### src/rtl/vbi_bank_pkg.sv
// Package: shared sizes and register offsets for the VBI base register bank.
// Assumes byte offsets on an 8-bit register address.
package vbi_bank_pkg;
    localparam int BANK_ADDR_W   = 8;
    localparam int BANK_DATA_W   = 32;
    localparam int BANK_LINE_W   = 12;
    localparam int BANK_ALIGN    = 5;     // low address bits forced to zero
    localparam int BANK_FLAG_BIT = 16;    // pending flag position in status word
    localparam int BANK_SLOTS    = 2;     // slot 0 = even field, slot 1 = odd field
    localparam int OFS_STATUS    = 'h08;
    localparam int OFS_SLOT0     = 'h40;
    localparam int OFS_STRIDE    = 'h04;
    localparam int SLOT_EVEN     = 0;
endpackage

### src/rtl/vbi_dbuf_reg.sv
// Module: one double-buffered base register.
// The shadow copy loads aligned data on ld. The live copy takes the old shadow
// value on commit. When both happen on one edge, the new data stays in the shadow.
module vbi_dbuf_reg #(
    parameter int W        = 32,
    parameter int ZERO_LSB = 5
) (
    input  logic         clk,
    input  logic         rst_n,
    input  logic         ld,
    input  logic         commit,
    input  logic [W-1:0] din,
    output logic [W-1:0] pend_q,
    output logic [W-1:0] act_q
);
    localparam logic [W-1:0] KEEP_MASK = {{(W-ZERO_LSB){1'b1}}, {ZERO_LSB{1'b0}}};

    // Shadow and live storage; the commit reads the shadow value from before this edge.
    always_ff @(posedge clk) begin
        if (!rst_n) begin
            pend_q <= '0;
            act_q  <= '0;
        end else begin
            if (commit) act_q  <= pend_q;
            if (ld)     pend_q <= din & KEEP_MASK;
        end
    end
endmodule

### src/rtl/vbi_line_tracker.sv
// Module: sync line counter with end-of-blanking detection.
// Assumes hsync and vsync are already synchronous to clk. Edges are found
// against a registered copy of each input.
module vbi_line_tracker #(
    parameter int W = 12
) (
    input  logic         clk,
    input  logic         rst_n,
    input  logic         hsync,
    input  logic         vsync,
    input  logic [W-1:0] end_line,
    output logic [W-1:0] line_count,
    output logic         end_pulse
);
    localparam logic [W-1:0] CNT_MAX = '1;
    localparam logic [W-1:0] CNT_ONE = {{(W-1){1'b0}}, 1'b1};

    logic         hs_q, vs_q;
    logic         hs_rise, vs_fall, at_max;
    logic [W-1:0] next_cnt;

    // Edge detection and the incremented count.
    always_comb begin
        hs_rise  = hsync & ~hs_q;
        vs_fall  = ~vsync & vs_q;
        at_max   = (line_count == CNT_MAX);
        next_cnt = line_count + CNT_ONE;
    end

    // Counter, pulse and the registered copies of the sync inputs.
    always_ff @(posedge clk) begin
        if (!rst_n) begin
            hs_q       <= 1'b0;
            vs_q       <= 1'b0;
            line_count <= '0;
            end_pulse  <= 1'b0;
        end else begin
            hs_q      <= hsync;
            vs_q      <= vsync;
            end_pulse <= 1'b0;
            if (vs_fall) begin
                line_count <= '0;
            end else if (hs_rise && !at_max) begin
                line_count <= next_cnt;
                end_pulse  <= (next_cnt == end_line) && (end_line != '0);
            end
        end
    end
endmodule

### src/rtl/vbi_base_bank.sv
// Module: top of the VBI base register bank.
// Decodes bus writes into the double-buffered base slots and the end-line
// register. It keeps the pending flag, muxes reads and hosts the line tracker.
// Assumes a single-cycle write strobe and a combinational read.
module vbi_base_bank
    import vbi_bank_pkg::*;
#(
    parameter int ADDR_W   = BANK_ADDR_W,
    parameter int DATA_W   = BANK_DATA_W,
    parameter int LINE_W   = BANK_LINE_W,
    parameter int ALIGN    = BANK_ALIGN,
    parameter int FLAG_BIT = BANK_FLAG_BIT,
    parameter int SLOTS    = BANK_SLOTS
) (
    input  logic              clk,
    input  logic              rst_n,
    input  logic              ext_sync,
    input  logic              bus_wr,
    input  logic [ADDR_W-1:0] bus_addr,
    input  logic [DATA_W-1:0] bus_wdata,
    output logic [DATA_W-1:0] bus_rdata,
    input  logic              field_start,
    input  logic              hsync,
    input  logic              vsync,
    output logic [DATA_W-1:0] odd_base,
    output logic [DATA_W-1:0] even_base,
    output logic [LINE_W-1:0] vbi_end_line,
    output logic              commit_pending,
    output logic [LINE_W-1:0] line_count,
    output logic              vbi_end_pulse
);
    localparam logic [ADDR_W-1:0] ADR_STATUS = ADDR_W'(OFS_STATUS);
    localparam logic [ADDR_W-1:0] ADR_EVEN   = ADDR_W'(OFS_SLOT0);

    logic [DATA_W-1:0] slot_pend [SLOTS];
    logic [DATA_W-1:0] slot_act  [SLOTS];
    logic [SLOTS-1:0]  slot_ld;
    logic              end_ld;
    logic [LINE_W-1:0] end_q;

    // One double-buffered slot per field; the even slot yields to the end line in separate-sync mode.
    for (genvar i = 0; i < SLOTS; i++) begin : g_slot
        localparam logic [ADDR_W-1:0] SLOT_ADR = ADDR_W'(OFS_SLOT0 + i * OFS_STRIDE);
        localparam bit SHARED = (i == SLOT_EVEN);

        // Write decode for this slot.
        always_comb begin
            slot_ld[i] = bus_wr && (bus_addr == SLOT_ADR) && !(SHARED && ext_sync);
        end

        vbi_dbuf_reg #(.W(DATA_W), .ZERO_LSB(ALIGN)) u_reg (
            .clk    (clk),
            .rst_n  (rst_n),
            .ld     (slot_ld[i]),
            .commit (field_start),
            .din    (bus_wdata),
            .pend_q (slot_pend[i]),
            .act_q  (slot_act[i])
        );
    end

    // End-line write decode.
    always_comb begin
        end_ld = bus_wr && ext_sync && (bus_addr == ADR_EVEN);
    end

    // Pending flag (a write wins over a commit) and the end-line register.
    always_ff @(posedge clk) begin
        if (!rst_n) begin
            commit_pending <= 1'b0;
            end_q          <= '0;
        end else begin
            if (|slot_ld)         commit_pending <= 1'b1;
            else if (field_start) commit_pending <= 1'b0;
            if (end_ld)           end_q <= bus_wdata[LINE_W-1:0];
        end
    end

    // Read mux: the shadow copy of a slot, the end line, or the status word.
    always_comb begin
        bus_rdata = '0;
        if (bus_addr == ADR_STATUS) bus_rdata[FLAG_BIT] = commit_pending;
        for (int i = 0; i < SLOTS; i++) begin
            if (bus_addr == ADDR_W'(OFS_SLOT0 + i * OFS_STRIDE)) bus_rdata = slot_pend[i];
        end
        if (ext_sync && bus_addr == ADR_EVEN) bus_rdata = DATA_W'(end_q);
    end

    // Output assignments of the live copies.
    always_comb begin
        even_base    = slot_act[SLOT_EVEN];
        odd_base     = slot_act[SLOT_EVEN + 1];
        vbi_end_line = end_q;
    end

    vbi_line_tracker #(.W(LINE_W)) u_lines (
        .clk        (clk),
        .rst_n      (rst_n),
        .hsync      (hsync),
        .vsync      (vsync),
        .end_line   (end_q),
        .line_count (line_count),
        .end_pulse  (vbi_end_pulse)
    );
endmodule

### config.mk
export PLATFORM = sky130hd
export DESIGN_NAME = vbi_base_bank
export DESIGN_NICKNAME = d
export VERILOG_FILES = /design/src/rtl/vbi_bank_pkg.sv /design/src/rtl/vbi_dbuf_reg.sv /design/src/rtl/vbi_line_tracker.sv /design/src/rtl/vbi_base_bank.sv
export SDC_FILE = /design/constraint.sdc
export NUM_CORES = 1
export LEC_CHECK = 0
export BUFFER_PORTS_ARGS = -buffer_cell sky130_fd_sc_hd__buf_2
export CAP_MARGIN = 15
export CORE_UTILIZATION = 44
export CTS_CLUSTER_SIZE = 8
export DETAILED_ROUTE_END_ITERATION = 8
export PLACE_DENSITY = 0.68
export SKIP_CTS_REPAIR_TIMING = 1
export SYNTH_ARGS = -nofsm -noshare
export SYNTH_HDL_FRONTEND = slang
export SYNTH_SLANG_ARGS = --single-unit
export TNS_END_PERCENT = 50
### constraint.sdc
create_clock -name clk -period 2.5 [get_ports clk]
set_clock_uncertainty 0.05 [all_clocks]
set_input_delay 0.125 -clock clk [delete_from_list [all_inputs] [get_ports clk]]
set_output_delay 0.125 -clock clk [all_outputs]
set_load 0.02 [all_outputs]
== Word level (Yosys, flattened, before mapping) ==
Cells that the tools add are included.

* Register bits after elaboration: 136
* Bits in latches: 0
* RAM bits: 0
* ROM bits: 0
* Input port bits: 47
* Output and inout port bits: 122
* Logic and storage cells: 43
* Memories: 0

* Add/sub/neg operators: 1
* Multipliers: 0
* Div/mod/pow operators: 0
* Magnitude comparators: 0
* Eq/ne operators: 5
* Shift-type cells: 0
* Multiplexer cells: 6
* Bitwise gates (word level): 6
* Reductions and logical operators: 15

{| class="wikitable"
|+ Operators by type and width
! kind !! count
|-
| $mux W32 || 3
|-
| $eq A8 B7 Y1 const B || 2
|-
| $add A12 B1 Y12 const B || 1
|-
| $eq A12 B12 Y1 || 1
|-
| $eq A12 B12 Y1 const B || 1
|-
| $reduce_bool A12 Y1 || 1
|-
| $eq A8 B4 Y1 const B || 1
|-
| $logic_and A1 B1 Y1 || 8
|-
| $not A1 Y1 || 4
|-
| $reduce_or A2 Y1 || 2
|-
| $mux W1 || 3
|-
| $reduce_or A3 Y1 || 1
|-
| $and A1 B1 Y1 || 2
|-
| $logic_not A1 Y1 || 2
|-
| $reduce_bool A2 Y1 || 1
|}

== Logic depth before layout (Yosys ltp) ==
Gate-level depths: netlist of run 1.

* Depth after elaboration: 5
* Depth in mapped cells: 7
* Gate-level depth less buffers: 6

== Cells and area by module ==
A second synthesis of run 1 with hierarchy kept.

* Cells, all modules: 657
* Area, all modules: 6566.3 µm²

{| class="wikitable"
|+ Modules (own cells, without submodules)
! module !! instances !! cells an instance !! area each (µm²) !! sequential area each (µm²)
|-
| vbi_dbuf_reg || 2 || 184 || 2159.6 || 1081.0
|-
| vbi_base_bank || 1 || 171 || 1251.2 || 260.2
|-
| vbi_line_tracker || 1 || 118 || 996.0 || 300.3
|}

== Worst setup path after synthesis of run 1 ==
Ideal clock, no wire load.

* Kind: register -> register
* From: reg u_lines.line_count[0]
* To: reg u_lines.line_count[11]
* Arrival time: 2.015 ns
* Required time: 2.359 ns
* Path slack: 0.344 ns
* Cell stages (with the launch flop): 6
* Clock period less this slack: 2.156 ns
* Cells stage by stage: dfxtp_1 > ha_1 > nand3_1 > nor4_2 > nor2_1 > a311oi_1

* Word-level cells in the longest chain between the ends: 3
* Elaborated cells on any way between the ends: 4

{| class="wikitable"
|+ Ends and longest elaborated chain
! item !! RTL line !! RTL
|-
| start, declared || vbi_line_tracker.sv:12 || <nowiki>output logic [W-1:0] line_count,</nowiki>
|-
| start signal, assigned || vbi_line_tracker.sv:44 || <nowiki>line_count <= next_cnt;</nowiki>
|-
| parallel branches: the longest is 3 deep, another holds $add A12 B1 Y12 || n/a ||
|}

Parallel ways; which one is timed is not known.
A chain may end at the register's enable or synchronous reset.

== Final worst setup path of run 1 ==
* From: in bus_addr[5]
* To: out bus_rdata[16]

* Word-level cells in the longest chain between the ends: 5
* Elaborated cells on any way between the ends: 8

{| class="wikitable"
|+ Ends and longest elaborated chain
! item !! RTL line !! RTL
|-
| start, declared || vbi_base_bank.sv:19 || <nowiki>input logic [ADDR_W-1:0] bus_addr,</nowiki>
|-
| $eq A8 B4 Y1 || vbi_base_bank.sv:82 || <nowiki>if (bus_addr == ADR_STATUS) bus_rdata[FLAG_BIT] = commit_pending;</nowiki>
|-
| $mux W1 || vbi_base_bank.sv:82 ||
|-
| $mux W32 (2 in a row) || vbi_base_bank.sv:84 || <nowiki>if (bus_addr == ADDR_W'(OFS_SLOT0 + i * OFS_STRIDE)) bus_rdata = slot_pend[i];</nowiki>
|-
| $mux W32 (*) || vbi_base_bank.sv:86 || <nowiki>if (ext_sync && bus_addr == ADR_EVEN) bus_rdata = DATA_W'(end_q);</nowiki>
|-
| end, declared || vbi_base_bank.sv:21 || <nowiki>output logic [DATA_W-1:0] bus_rdata,</nowiki>
|}

Mark *: on every way between the ends. The rest lies on a longest branch, timed or not.

==> flow_summary.json, run 1 <==
{
  "outcome": "complete, but fails checks",
  "failed_checks": "hold timing",
  "ys_seq_area_share_pct": 45.2,
  "relSlewSlack_pct": 34.9,
  "syn_area_um2": 6030,
  "ys_seq_elements": 136,
  "criticalPathCategory": "primary input to primary output",
  "rsz0062_at_grt": "false",
  "grt_max_degree": 124,
  "postPlaceCellArea_um2": 6960,
  "gr-total-overflow": 0,
  "synth.area.top_cells": "dfxtp_1, mux2i_1, nand2_1, nor2b_1, a21boi_0",
  "path_clk_slew_ns": 0.05,
  "yosysMostFrequentCell": "dfxtp_1",
  "hpwl_mm": 10.9,
  "grt_pass1_wl_mm": 25.3,
  "rows": 42,
  "wl_per_cell_um": 15.3,
  "grtUsageTotal_pct": 22.6,
  "maxSlewViolCount": 0,
  "worstPathArrival_ns": 1.90,
  "yosys_warnings": 0,
  "synth_common_cells": "dfxtp_1, nand2_1, nor2b_1",
  "yosys.area.top_type_share_pct": 45.2,
  "avgSynthCellArea_um2": 8.93,
  "setup_viol": 0,
  "die_h_um": 119,
  "fin_tns_setup_ns": 0,
  "cp-end-kind": "primary output",
  "viasPerCell": 5.13,
  "path_cells": "buf_2 -> or4_4 -> nor4_4 -> buf_4 -> and2_1 -> buf_4 -> nor3_1 -> buf_2",
  "cts_root_buffer": "clkbuf_16",
  "postSynth.asyncResetShare_pct": 0,
  "leakagePower_uw": 0.00340,
  "antennaDiodeCount": 0,
  "cp_slowest_stage_delay_ns": 0.57,
  "critPathMaxFanout": 18,
  "crit_family": "simple AND/OR/NAND/NOR gates",
  "finalHoldViolations": 1,
  "netlist-cell-type-count": 45,
  "grt_antenna_before_repair": 0,
  "timing.final.crit_share_pct": 83.2,
  "max-cap-violations": 0,
  "peakVddDrop_uv": 366,
  "critical_path.slowest_cell": "or4_4",
  "total_power_uw": 5020,
  "hold_path_class": "primary input to flip-flop",
  "regToRegStartpoint": "u_lines.line_count[0]",
  "start_util_pct": 45.3,
  "cts_tree": "built",
  "wl_met2_mm": 7.76,
  "h-tree-depth": 4,
  "synthFlopType": "dfxtp_1",
  "clock_latency_ns": 0.42,
  "cts_sinks": 136,
  "ant_nets": 0,
  "drt_pre_antenna_iters": 4,
  "drc": 0,
  "grt_pass1_vias": 4943,
  "ios": 169,
  "numCtsBuffers": 17,
  "crit_required_ns": 2.33,
  "cts_buffer_depth": 2,
  "fin_area_um2": 7910,
  "io_buffers": 158,
  "crit_buf_inv": 4,
  "area.growth.synth_to_final_pct": 31.2,
  "multi_input_area_um2": 3060,
  "die_x_um": 119,
  "synth_edf_count": 0,
  "hold-worst-slack_ns": -0.0391,
  "drive_above_1_share_pct": 24.0,
  "fillers": 1169,
  "top_layer_used": "met4",
  "nNetsFinal": 904,
  "gp_congestion": 0.859,
  "holdCritStartpoint": "bus_wdata[2]",
  "route.met3.wl_um": 921,
  "drt_wl_total_mm": 16.0,
  "powerDensity_nw_per_um2": 635,
  "critPathLaunch": "bus_addr[5]",
  "num_vias": 5353,
  "worst_slew_pin_slew_ns": 0.977,
  "syn_inst": 675,
  "synth.largest_area_cell": "dfxtp_1",
  "fin_crit_ns": 2.08,
  "regArea_um2": 2720,
  "clock.fmax_mhz": 481,
  "core_area_um2": 13300,
  "startpoint_type": "primary input",
  "drt_first_iter_violations": 428,
  "dieArea_um2": 14200,
  "met1_length_mm": 7.03
}
-- layout make-up --
cell class,instances,area share [%]
clock buffers,22,5.87
clock inverters,9,1.87
inverters,2,0.0950
multi-input cells,490,38.7
flip-flops and latches,136,34.4
well taps,176,2.79
repair buffers,209,16.2
-- where the power goes --
group / switching [uW] / total, uW / internal (uW)
Sequential: 5.92 / 2180 / 2170
Combinational: 124 / 249 / 125
Clock: 879 / 2590 / 1710
Total: 1010 / 5020 / 4010
-- stage by stage --
stage	setup WS (ns)	utilization [%]	std cells
after CTS	0.422	57.0	1011
after detailed placement	0.408	52.4	980
final	0.421	59.5	1044
after floorplan	0.344	-	684
after global placement	0.457	52.4	980
after global routing	0.287	59.5	1044
-- state kept, by name (all words and copies together), names as in the netlist --
name / flops
g_slot.u_reg.act_q: 54
g_slot.u_reg.pend_q: 54
u_lines.line_count: 12
vbi_end_line: 12
commit_pending: 1
u_lines.end_pulse: 1
u_lines.hs_q: 1
u_lines.vs_q: 1
-- kinds of logic after synthesis --
family	Yosys count	synth area share, %
fa+ha+maj	1	0.208
mux	66	11.0
buf+inv	58	4.69
flops	136	45.2
xor+xnor	26	3.78
simple gates	284	23.0
compound gates	103	12.1
other cells	1	0.0622
-- cells in the final DEF (no fill, tap or decap), drive strengths merged, types with 20 or more instances in the layout --
cell,netlist,layout
a21boi,54,54
nand2,128,128
a22oi,20,20
dfxtp,136,136
buf,27,176
nor2,39,39
nor2b,70,70
dlygate4sd3,0,33
mux2i,66,66
clkbuf,29,22
-- metal layers --
| layer | global-route usage, % | vias to the layer above |
|---|---|---|
| met3 | 5.27 | 16 |
| li1 | - | 2619 |
| met5 | 0 | - |
| met1 | 27.8 | 2528 |
| met4 | 8.86 | 0 |
| met2 | 37.9 | 190 |
-- final timing paths --
path	end	slack, ns	cells past startpoint
setup reg to reg	u_lines.end_pulse	0.50	6
hold / removal	vbi_end_line[2]	-0.04	3
setup / recovery	bus_rdata[16]	0.42	8
hold reg to reg	g_slot[0].u_reg.pend_q[14]	0.42	2
-- worst register-to-register path, delay by kind of cell (launching register included) --
kind,cells,cell delay [ns]
fa+ha+maj,1,0.28
simple gates,4,0.95
xor+xnor,1,0.17
flops,1,0.45
No activity file was read; power rests on OpenSTA's default activity.
==> run 2: changes to the inputs <==
ABC_AREA = 1   (was not set)
PLACE_DENSITY = 0.71   (was 0.68)
clock period = 1.7 ns   (was 2.5 ns; I/O delays follow)
==> run 2 against run 1 <==
The flow still finishes with violations (hold timing). Largest cell class is now registers. Highest routed layer unchanged. Critical endpoint is now bus_rdata[5]. Via count rose by 9.6%. Combinational power rose to 2.9 times the previous value. Register-to-register slack got worse by 0.36 ns. Hold slack improved by 0.029 ns. Largest power group unchanged.
==> flow_summary.json, run 2 <==
{
  "outcome": "complete, but fails checks",
  "failed_checks": "hold timing",
  "drt_wl_total_mm": 16.1,
  "path_clk_slew_ns": 0.06,
  "peakVddDrop_uv": 667,
  "hold_path_class": "primary input to flip-flop",
  "crit_family": "simple AND/OR/NAND/NOR gates",
  "area.growth.synth_to_final_pct": 32.7,
  "powerDensity_nw_per_um2": 993,
  "layout_common_cells": "buf_2, dfxtp_1, a21oi_1",
  "antennaDiodeCount": 0,
  "top_regs": "g_slot.u_reg.act_q: 54 flops, g_slot.u_reg.pend_q: 54 flops",
  "dieArea_um2": 13600,
  "gr-total-overflow": 0,
  "startpoint_type": "primary input",
  "ys_seq_elements": 136,
  "postPlaceCellArea_um2": 6750,
  "fin_crit_ns": 1.62,
  "postSynth.asyncResetShare_pct": 0,
  "syn_area_um2": 5790,
  "cts_root_buffer": "clkbuf_16",
  "viasPerCell": 5.06,
  "synthFlopType": "dfxtp_1",
  "cp_slowest_stage_delay_ns": 0.25,
  "h-tree-depth": 4,
  "finalHoldViolations": 4,
  "fin_area_um2": 7690,
  "drive_above_1_share_pct": 23.3,
  "ant_nets": 0,
  "nNetsFinal": 1026,
  "total_power_uw": 7630,
  "cts_buffer_depth": 2,
  "synth.area.top_cells": "dfxtp_1, a21oi_1, o21ai_0, nand2_1, inv_1",
  "synth_common_cells": "dfxtp_1, a21oi_1, nand2_1",
  "die_x_um": 117,
  "cp-end-kind": "primary output",
  "hold-worst-slack_ns": -0.00981,
  "drc": 0,
  "synth_edf_count": 0,
  "crit_buf_inv": 3,
  "rows": 41,
  "gp_congestion": 0.903,
  "criticalPathCategory": "primary input to primary output",
  "grt_max_degree": 119,
  "yosysMostFrequentCell": "dfxtp_1",
  "setup_viol": 0,
  "grtUsageTotal_pct": 23.7,
  "grt_pass1_vias": 5105,
  "yosys_warnings": 0,
  "leakagePower_uw": 0.00337,
  "netlist-cell-type-count": 32,
  "synth.largest_area_cell": "dfxtp_1",
  "hpwl_mm": 10.6,
  "drt_pre_antenna_iters": 4,
  "dp_slack_ns": 0.0655,
  "crit_top_cell": "buf_2",
  "clock.fmax_mhz": 618,
  "numCtsBuffers": 17,
  "drt_first_iter_violations": 393,
  "critPathMaxFanout": 19,
  "start_util_pct": 45.5,
  "syn_inst": 792,
  "ys_seq_area_share_pct": 47.0,
  "ios": 169,
  "cts_sinks": 136,
  "fin_tns_setup_ns": 0,
  "wl_per_cell_um": 13.9,
  "grt_antenna_before_repair": 0,
  "num_vias": 5869,
  "cts_tree": "built",
  "yosys.area.top_type_share_pct": 47.0,
  "clock_latency_ns": 0.42,
  "timing.final.crit_share_pct": 95.1,
  "critical_path.slowest_cell": "or2_4",
  "maxSlewViolCount": 0,
  "die_h_um": 117,
  "setup_ws_ns": 0.0828,
  "avgSynthCellArea_um2": 7.31,
  "layout_commonest_cell": "buf_2",
  "core_area_um2": 12700,
  "max-cap-violations": 0,
  "grt_pass1_wl_mm": 24.7,
  "worstPathArrival_ns": 1.48,
  "crit_required_ns": 1.56,
  "path_cells": "buf_2 -> or2_4 -> nor3_2 -> nand2_1 -> nor2_2 -> inv_4 -> o21ai_0 -> buf_2",
  "io_buffers": 158
}
==> run 2: metrics by stage <==
stage          instances  util, %
6_report            1161     60.4
5_1_grt             1161     60.4
4_1_cts             1126     57.5
3_5_place_dp        1096     53.0
3_3_place_gp        1096     53.0
2_1_floorplan        801        -
==> run 2: cell type report <==
| cell class | count | area (um2) |
|---|---|---|
| fillers | 1246 | 5030 |
| flip-flops and latches | 136 | 2730 |
| multi-input cells | 518 | 2460 |
| repair buffers | 216 | 1380 |
| clock buffers | 19 | 443 |
| inverters | 89 | 339 |
| well taps | 172 | 215 |
| clock inverters | 11 | 124 |
==> run 2: path summary, 6_finish.rpt <==
path	startpoint	endpoint	slack (ns)	depth (start not counted)
max	bus_addr[1]	bus_rdata[5]	0.08	8
min	bus_wr	g_slot[1].u_reg.pend_q[12]	-0.01	3
max reg2reg	u_lines.line_count[0]	u_lines.end_pulse	0.14	9
min reg2reg	g_slot[0].u_reg.pend_q[20]	g_slot[0].u_reg.pend_q[20]	0.42	2
==> run 2: logic make-up (layout without fill, tap and decap cells) <==
group | count (synthesis) | in the layout | share of synthesized area (%)
compound gates | 278 | 278 | 24.5
xor+xnor | 2 | 2 | 0.302
fa+ha+maj | 1 | 1 | 0.216
buf+inv | 147 | 335 | 11.4
flops | 136 | 136 | 47.0
other cells | 1 | 10 | 0.0647
simple gates | 227 | 227 | 16.5
==> run 2: power by group <==
group	switching (uW)	internal [uW]	total, uW	leakage, uW
Sequential	60.2	3280	3340	0.00111
Clock	1390	2180	3570	0.000271
Combinational	446	277	723	0.00199
Total	1900	5740	7630	0.00337
==> run 2: tightest hold or removal path: cells and delay by family <==
kind / cells / cell delay (ns)
buffers and inverters: 1 / 0.17
AOI/OAI and AO/OA: 1 / 0.06
and+or+nand+nor: 1 / 0.10
==> run 2: per-layer routing <==
metal | GRT usage, % | vias up | share of wire, % | wire, um
li1 | - | 2969 | - | -
met1 | 30.7 | 2690 | 44 | 7140
met2 | 37.7 | 191 | 48 | 7750
met3 | 6.80 | 19 | 6.3 | 1020
met4 | 8.02 | 0 | 1.4 | 221
met5 | 0 | - | 0 | 0
